<file path="src/rtl/pv_pkg.sv">
package pv_pkg;
    typedef enum logic [1:0] {
        ST_SLEEP   = 2'd0,
        ST_STARTUP = 2'd1,
        ST_CHECK   = 2'd2,
        ST_RECV    = 2'd3
    } pv_state_e;

    localparam int unsigned EDGES_PER_BIT = 2;
    localparam int unsigned BITS_PER_STEP = 3;
    localparam int unsigned MAX_INTERVALS = EDGES_PER_BIT * BITS_PER_STEP * 3;
endpackage

</file>
<file path="src/rtl/pv_edge_sync.sv">
module pv_edge_sync #(
    parameter int unsigned STAGES = 2
) (
    input  logic clk,
    input  logic rst,
    input  logic din,
    output logic sample,
    output logic edge_det
);
    logic [STAGES-1:0] sync_q, sync_d;
    logic              prev_q, prev_d;

    always_comb begin
        sync_d = {sync_q[STAGES-2:0], din};
        prev_d = sync_q[STAGES-1];
    end

    always_ff @(posedge clk) begin
        if (rst) begin
            sync_q <= '0;
            prev_q <= 1'b0;
        end else begin
            sync_q <= sync_d;
            prev_q <= prev_d;
        end
    end

    assign sample   = sync_q[STAGES-1];
    assign edge_det = sync_q[STAGES-1] ^ prev_q;
endmodule

</file>
<file path="src/rtl/pv_interval_timer.sv">
module pv_interval_timer #(
    parameter int unsigned CNT_W = 12
) (
    input  logic             clk,
    input  logic             rst,
    input  logic             clear,
    input  logic             load_one,
    output logic [CNT_W-1:0] count
);
    localparam logic [CNT_W-1:0] CNT_MAX = '1;

    logic [CNT_W-1:0] cnt_d, cnt_q;

    always_comb begin
        if (clear)
            cnt_d = '0;
        else if (load_one)
            cnt_d = CNT_W'(1);
        else if (cnt_q == CNT_MAX)
            cnt_d = cnt_q;
        else
            cnt_d = cnt_q + CNT_W'(1);
    end

    always_ff @(posedge clk) begin
        if (rst) cnt_q <= '0;
        else     cnt_q <= cnt_d;
    end

    assign count = cnt_q;

    // the timer saturates instead of wrapping
    a_r7_timer_saturates: assert property (@(posedge clk) disable iff (rst)
        (cnt_q == CNT_MAX && !clear && !load_one) |=> cnt_q == CNT_MAX);
    // a restart always reads back as one
    a_r7_timer_restart: assert property (@(posedge clk) disable iff (rst)
        (load_one && !clear) |=> cnt_q == CNT_W'(1));
endmodule

</file>
<file path="src/rtl/pv_ctrl.sv">
module pv_ctrl
    import pv_pkg::*;
#(
    parameter int unsigned CNT_W          = 12,
    parameter int unsigned STARTUP_CYCLES = 16
) (
    input  logic             clk,
    input  logic             rst,
    input  logic             start,
    input  logic             edge_det,
    input  logic [CNT_W-1:0] interval,
    input  logic [CNT_W-1:0] lim_lo,
    input  logic [CNT_W-1:0] lim_hi,
    input  logic [1:0]       bit_sel,
    output pv_state_e        state,
    output logic             timer_clear,
    output logic             timer_load,
    output logic             pass_pulse,
    output logic             fail_pulse
);
    localparam int unsigned SU_W   = $clog2(STARTUP_CYCLES + 1);
    localparam int unsigned PASS_W = $clog2(MAX_INTERVALS + 1);
    localparam logic [SU_W-1:0] SU_LAST = SU_W'(STARTUP_CYCLES - 1);

    typedef struct packed {
        pv_state_e         state;
        logic [SU_W-1:0]   su_cnt;
        logic              armed;
        logic [PASS_W-1:0] npass;
        logic              pass;
        logic              fail;
    } ctrl_t;

    ctrl_t             q, d;
    logic [PASS_W-1:0] need;
    logic [PASS_W-1:0] npass_inc;

    always_comb begin
        need      = PASS_W'(EDGES_PER_BIT * BITS_PER_STEP * bit_sel);
        npass_inc = q.npass + PASS_W'(1);
        d           = q;
        d.pass      = 1'b0;
        d.fail      = 1'b0;
        timer_clear = 1'b0;
        timer_load  = 1'b0;
        if (start) begin
            d.state     = ST_STARTUP;
            d.su_cnt    = '0;
            d.armed     = 1'b0;
            d.npass     = '0;
            timer_clear = 1'b1;
        end else begin
            unique case (q.state)
                ST_SLEEP: timer_clear = 1'b1;
                ST_STARTUP: begin
                    timer_clear = 1'b1;
                    if (q.su_cnt == SU_LAST) begin
                        if (need == '0) begin
                            d.state = ST_RECV;
                            d.pass  = 1'b1;
                        end else begin
                            d.state = ST_CHECK;
                        end
                    end else begin
                        d.su_cnt = q.su_cnt + SU_W'(1);
                    end
                end
                ST_CHECK: begin
                    if (!q.armed) begin
                        if (edge_det) begin
                            d.armed    = 1'b1;
                            timer_load = 1'b1;
                        end else begin
                            timer_clear = 1'b1;
                        end
                    end else if (interval > lim_hi) begin
                        d.state     = ST_SLEEP;
                        d.fail      = 1'b1;
                        timer_clear = 1'b1;
                    end else if (edge_det) begin
                        if (interval < lim_lo) begin
                            d.state     = ST_SLEEP;
                            d.fail      = 1'b1;
                            timer_clear = 1'b1;
                        end else begin
                            d.npass    = npass_inc;
                            timer_load = 1'b1;
                            if (npass_inc == need) begin
                                d.state = ST_RECV;
                                d.pass  = 1'b1;
                            end
                        end
                    end
                end
                ST_RECV: timer_clear = 1'b1;
                default: d.state = ST_SLEEP;
            endcase
        end
    end

    always_ff @(posedge clk) begin
        if (rst) begin
            q.state  <= ST_SLEEP;
            q.su_cnt <= '0;
            q.armed  <= 1'b0;
            q.npass  <= '0;
            q.pass   <= 1'b0;
            q.fail   <= 1'b0;
        end else begin
            q <= d;
        end
    end

    assign state      = q.state;
    assign pass_pulse = q.pass;
    assign fail_pulse = q.fail;

    // success and failure never coincide
    a_r10_pulses_exclusive: assert property (@(posedge clk) disable iff (rst)
        !(q.pass && q.fail));
    // a failure pulse comes with sleep
    a_r6_fail_in_sleep: assert property (@(posedge clk) disable iff (rst)
        q.fail |-> q.state == ST_SLEEP);
    // a success pulse comes with receiving
    a_r10_pass_in_recv: assert property (@(posedge clk) disable iff (rst)
        q.pass |-> q.state == ST_RECV);
    // sleep is left only on a start strobe
    a_r9_sleep_holds: assert property (@(posedge clk) disable iff (rst)
        (q.state == ST_SLEEP && !start) |=> q.state == ST_SLEEP);
    // receiving is kept until a start strobe
    a_r9_recv_holds: assert property (@(posedge clk) disable iff (rst)
        (q.state == ST_RECV && !start) |=> q.state == ST_RECV);
    // while checking, the accepted count stays below the target
    a_r5_count_below_need: assert property (@(posedge clk) disable iff (rst)
        q.state == ST_CHECK |-> q.npass < need);
    // the start-up counter stays within its period
    a_r2_startup_bounded: assert property (@(posedge clk) disable iff (rst)
        q.state == ST_STARTUP |-> q.su_cnt <= SU_LAST);
    // before the first edge the timer is held at zero
    a_r4_unarmed_idle_timer: assert property (@(posedge clk) disable iff (rst)
        (q.state == ST_CHECK && !q.armed) |-> interval == '0);
endmodule

</file>
<file path="src/rtl/preamble_validator.sv">
module preamble_validator
    import pv_pkg::*;
#(
    parameter int unsigned CNT_W          = 12,
    parameter int unsigned STARTUP_CYCLES = 16,
    parameter int unsigned SYNC_STAGES    = 2
) (
    input  logic             clk,
    input  logic             rst,
    input  logic             start,
    input  logic             demod_in,
    input  logic [CNT_W-1:0] lim_lo,
    input  logic [CNT_W-1:0] lim_hi,
    input  logic [1:0]       bit_sel,
    output logic [1:0]       state,
    output logic             data_out,
    output logic             pass_pulse,
    output logic             fail_pulse
);
    logic             sample;
    logic             edge_det;
    logic             timer_clear;
    logic             timer_load;
    logic [CNT_W-1:0] interval;
    pv_state_e        st;

    pv_edge_sync #(.STAGES(SYNC_STAGES)) u_sync (
        .clk      (clk),
        .rst      (rst),
        .din      (demod_in),
        .sample   (sample),
        .edge_det (edge_det)
    );

    pv_interval_timer #(.CNT_W(CNT_W)) u_timer (
        .clk      (clk),
        .rst      (rst),
        .clear    (timer_clear),
        .load_one (timer_load),
        .count    (interval)
    );

    pv_ctrl #(.CNT_W(CNT_W), .STARTUP_CYCLES(STARTUP_CYCLES)) u_ctrl (
        .clk         (clk),
        .rst         (rst),
        .start       (start),
        .edge_det    (edge_det),
        .interval    (interval),
        .lim_lo      (lim_lo),
        .lim_hi      (lim_hi),
        .bit_sel     (bit_sel),
        .state       (st),
        .timer_clear (timer_clear),
        .timer_load  (timer_load),
        .pass_pulse  (pass_pulse),
        .fail_pulse  (fail_pulse)
    );

    assign state    = st;
    assign data_out = (st == ST_RECV) && sample;

    // data leaves the block only while receiving
    a_r8_data_gated: assert property (@(posedge clk) disable iff (rst)
        data_out |-> state == 2'd3);
endmodule

</file>
<file path="config.mk">
export PLATFORM = sky130hd
export DESIGN_NAME = preamble_validator
export DESIGN_NICKNAME = d
export VERILOG_FILES = /design/src/rtl/pv_pkg.sv /design/src/rtl/pv_edge_sync.sv /design/src/rtl/pv_interval_timer.sv /design/src/rtl/pv_ctrl.sv /design/src/rtl/preamble_validator.sv
export SDC_FILE = /design/constraint.sdc
export NUM_CORES = 1
export LEC_CHECK = 0
export ABC_AREA = 1
export BUFFER_PORTS_ARGS = -buffer_cell sky130_fd_sc_hd__buf_2
export CAP_MARGIN = 20
export CORE_MARGIN = 2
export CORE_UTILIZATION = 40
export CTS_CLUSTER_SIZE = 28
export DETAILED_ROUTE_END_ITERATION = 10
export MAX_ROUTING_LAYER = met4
export PLACE_DENSITY = 0.57
export SETUP_SLACK_MARGIN = 0.3
export SYNTH_ARGS = -nofsm -noshare
export SYNTH_HDL_FRONTEND = slang
export SYNTH_HIERARCHICAL = 1
export SYNTH_SLANG_ARGS = --single-unit
</file>
<file path="constraint.sdc">
create_clock -name clk -period 4.1 [get_ports clk]
set_clock_uncertainty 0.2 [all_clocks]
set_input_delay 0.82 -clock clk [delete_from_list [all_inputs] [get_ports clk]]
set_output_delay 0.82 -clock clk [all_outputs]
set_load 0.03 [all_outputs]
</file>
==> flow_metrics.env <==
export IMPL_cts_max_level=2
export IMPL_slew_headroom_pct=72.5
export IMPL_wirelength_um=5030
export IMPL_final_common_cell="nand2_1"
export IMPL_end_kind="register"
export IMPL_criticalPathCategory="in -> reg"
export IMPL_chipWidth_um=81.3
export IMPL_top_layer_used="met4"
export IMPL_cts_setup_buffers=0
export IMPL_final_cells=479
export IMPL_start_util_pct=40.9
export IMPL_grt_antenna_before_repair=0
export IMPL_wl_met3_um=205
export IMPL_rsz0062_at_grt="false"
export IMPL_cts_sinks=30
export IMPL_finalHoldViolations=0
export IMPL_status="complete, no violations"
export IMPL_route_detailed_drc=0
export IMPL_synthFlopType="dfxtp_1"
export IMPL_dr_pass1_iters=4
export IMPL_max_freq_ghz=0.335
export IMPL_start_kind="primary input"
export IMPL_dp_hpwl_um=3970
export IMPL_avgViaCountPerCell=4.67
export IMPL_yosys_area_top_type_share_pct=25.1
export IMPL_worst_slew_pin_slew_ps=411
export IMPL_yosysSeqAreaShare_pct=25.1
export IMPL_final_util_pct=46.6
export IMPL_drt_iter0_drc=86
export IMPL_fin_crit_sh_pct=72.8
export IMPL_p_per_area_nw_per_um2=235
export IMPL_cp_required_ps=4110
export IMPL_core_area_um2=5850
export IMPL_yosysUniqueCellTypes=29
export IMPL_grt_max_degree=12
export IMPL_period_minus_slack_ps=2980
export IMPL_hold_path_class="reg -> reg"
export IMPL_die_area_um2=6610
export IMPL_yosysTopAreaCell="dfxtp_1"
export IMPL_fin_total_pwr_uw=640
export IMPL_die_h_um=81.3
export IMPL_num_rows=28
export IMPL_clk_pin_slew_ps=70
export IMPL_dp_cells=471
export IMPL_area_growth_syn_to_layout_pct=13.9
export IMPL_ant_nets=0
export IMPL_cts_repair_resized=0
export IMPL_fin_nets=466
export IMPL_numCtsBuffers=5
export IMPL_design_area_um2=2720
export IMPL_grt_ovfl_total=0
export IMPL_cts_tree="done"
export IMPL_drive_above_1_share_pct=15.1
export IMPL_cts_root_buffer="clkbuf_8"
export IMPL_crit_slowest_cell="ha_1"
export IMPL_yosys_top_cells_area="dfxtp_1 (25%), ha_1 (17%), nand2_1 (14%)"
export IMPL_crit_chain="buf_2 -> inv_1 -> ha_1 -> nand2_1 -> inv_1 -> nand2_1 -> nor2_1 -> nand4_1 -> nand2_2 -> nand2_1 -> nand3_1 -> o2111ai_1 -> or2_1 -> nor2_2 -> inv_1 -> a31oi_1"
export IMPL_vias=2236
export IMPL_gp_congestion=0.810
export IMPL_synth_async_reset_ratio_pct=0
export IMPL_syn_nets=428
export IMPL_clk_path_buf_depth=2
export IMPL_worstPathMaxFanout=7
export IMPL_grt_pass1_vias=1978
export IMPL_syn_area_per_cell_um2=6.55
export IMPL_finalSetupViolCount=0
export IMPL_p_leak_uw=0.00144
export IMPL_cap_violations=0
export IMPL_postCtsHoldBufs=0
export IMPL_fin_tns_setup_ps=0
export IMPL_syn_area_um2=2390
export IMPL_ir_drop_v=0.000175
export IMPL_synth_cells=365
export IMPL_wl_met2_um=2320
export IMPL_ys_ff_latch=30
export IMPL_crit_arrival_ps=2990
export IMPL_n_antenna_cell=0
export IMPL_worstSkewPairLatency_ps=280
export IMPL_wl_per_cell_um=10.5
export IMPL_io_pins=35
export IMPL_numPortBuffers=34
export IMPL_synth_edff_count=0
export IMPL_r2r_slack_ps=1360
export IMPL_grt_pass1_wl_um=8460
export IMPL_slowest_delay_ps=290
export IMPL_layout_common_cells="nand2_1 (92), inv_1 (76), buf_2 (34)"
export IMPL_drt_met1_wl_um=2440
export IMPL_finalMaxSlewViolations=0
export IMPL_placed_cell_area_um2=2630
export IMPL_synth_warnings=6
export IMPL_grt_usage_pct=16.7
==> cell usage after synthesis (all sizes together), types with 2 or more instances <==
cell type / number
a21oi: 21
nand3b: 3
nand2: 95
ha: 33
dfxtp: 30
or2: 2
inv: 77
nor2: 41
o21ai: 12
xnor2: 2
nor3: 4
buf: 3
nand3: 23
a211oi: 2
nand4: 11
==> critical path: cells and delay by family <==
family,cells,cell delay [ps]
buffers and inverters,4,310
adder cells (fa/ha/maj),1,290
AO/OA/AOI/OAI,2,260
AND/OR/NAND/NOR,9,1300
==> state kept, by name, summed over array words and instances, names as in the netlist <==
| signal | count |
|---|---|
| u_ctrl/state | 2 |
| u_sync/prev_q | 1 |
| u_ctrl/q | 11 |
| u_ctrl/fail_pulse | 1 |
| u_sync/sync_q | 2 |
| u_ctrl/pass_pulse | 1 |
| u_timer/count | 12 |
==> cells by family after synthesis <==
family,after synthesis,synth area share (%)
simple gates,180,34.5
buf+inv,81,13.3
compound gates,38,8.63
fa+ha+maj,33,17.3
flops,30,25.1
xor+xnor,3,1.10
==> worst paths after layout <==
| path | from | cells past startpoint | end |
|---|---|---|---|
| min reg2reg | u_sync/sync_q[0] | 2 | u_sync/sync_q[1] |
| min | u_sync/sync_q[0] | 2 | u_sync/sync_q[1] |
| max reg2reg | u_timer/count[9] | 15 | u_timer/count[3] |
| max | lim_hi[11] | 16 | u_timer/count[3] |
==> power breakdown <==
group / switching, uW / total, uW / internal, uW
Sequential: 4.56 / 302 / 297
Combinational: 58.0 / 95.9 / 37.9
Clock: 107 / 243 / 135
Total: 170 / 640 / 470
==> per-layer routing <==
metal	global-route usage (%)	up-vias
met2	27.8	39
met5	-	-
met4	5.59	0
li1	-	1223
met3	2.78	6
met1	20.4	968
==> through the flow <==
step                      setup slack [ps]  hold slack, ps
after CTS                             1120             207
after global placement                 939             189
final                                 1120             205
after detailed placement               833             198
after global routing                   933             232
after floorplan                       1240             188
==> final cells by class <==
| type | instances | area (um^2) |
|---|---|---|
| clock buffers | 7 | 86.3 |
| clock inverters | 1 | 5.00 |
| well taps | 75 | 93.8 |
| repair buffers | 35 | 178 |
| fillers | 631 | 3130 |
| multi-input cells | 254 | 1470 |
| inverters | 77 | 289 |
| flip-flops and latches | 30 | 601 |
Note: power is estimated with default switching activity, not from simulation.
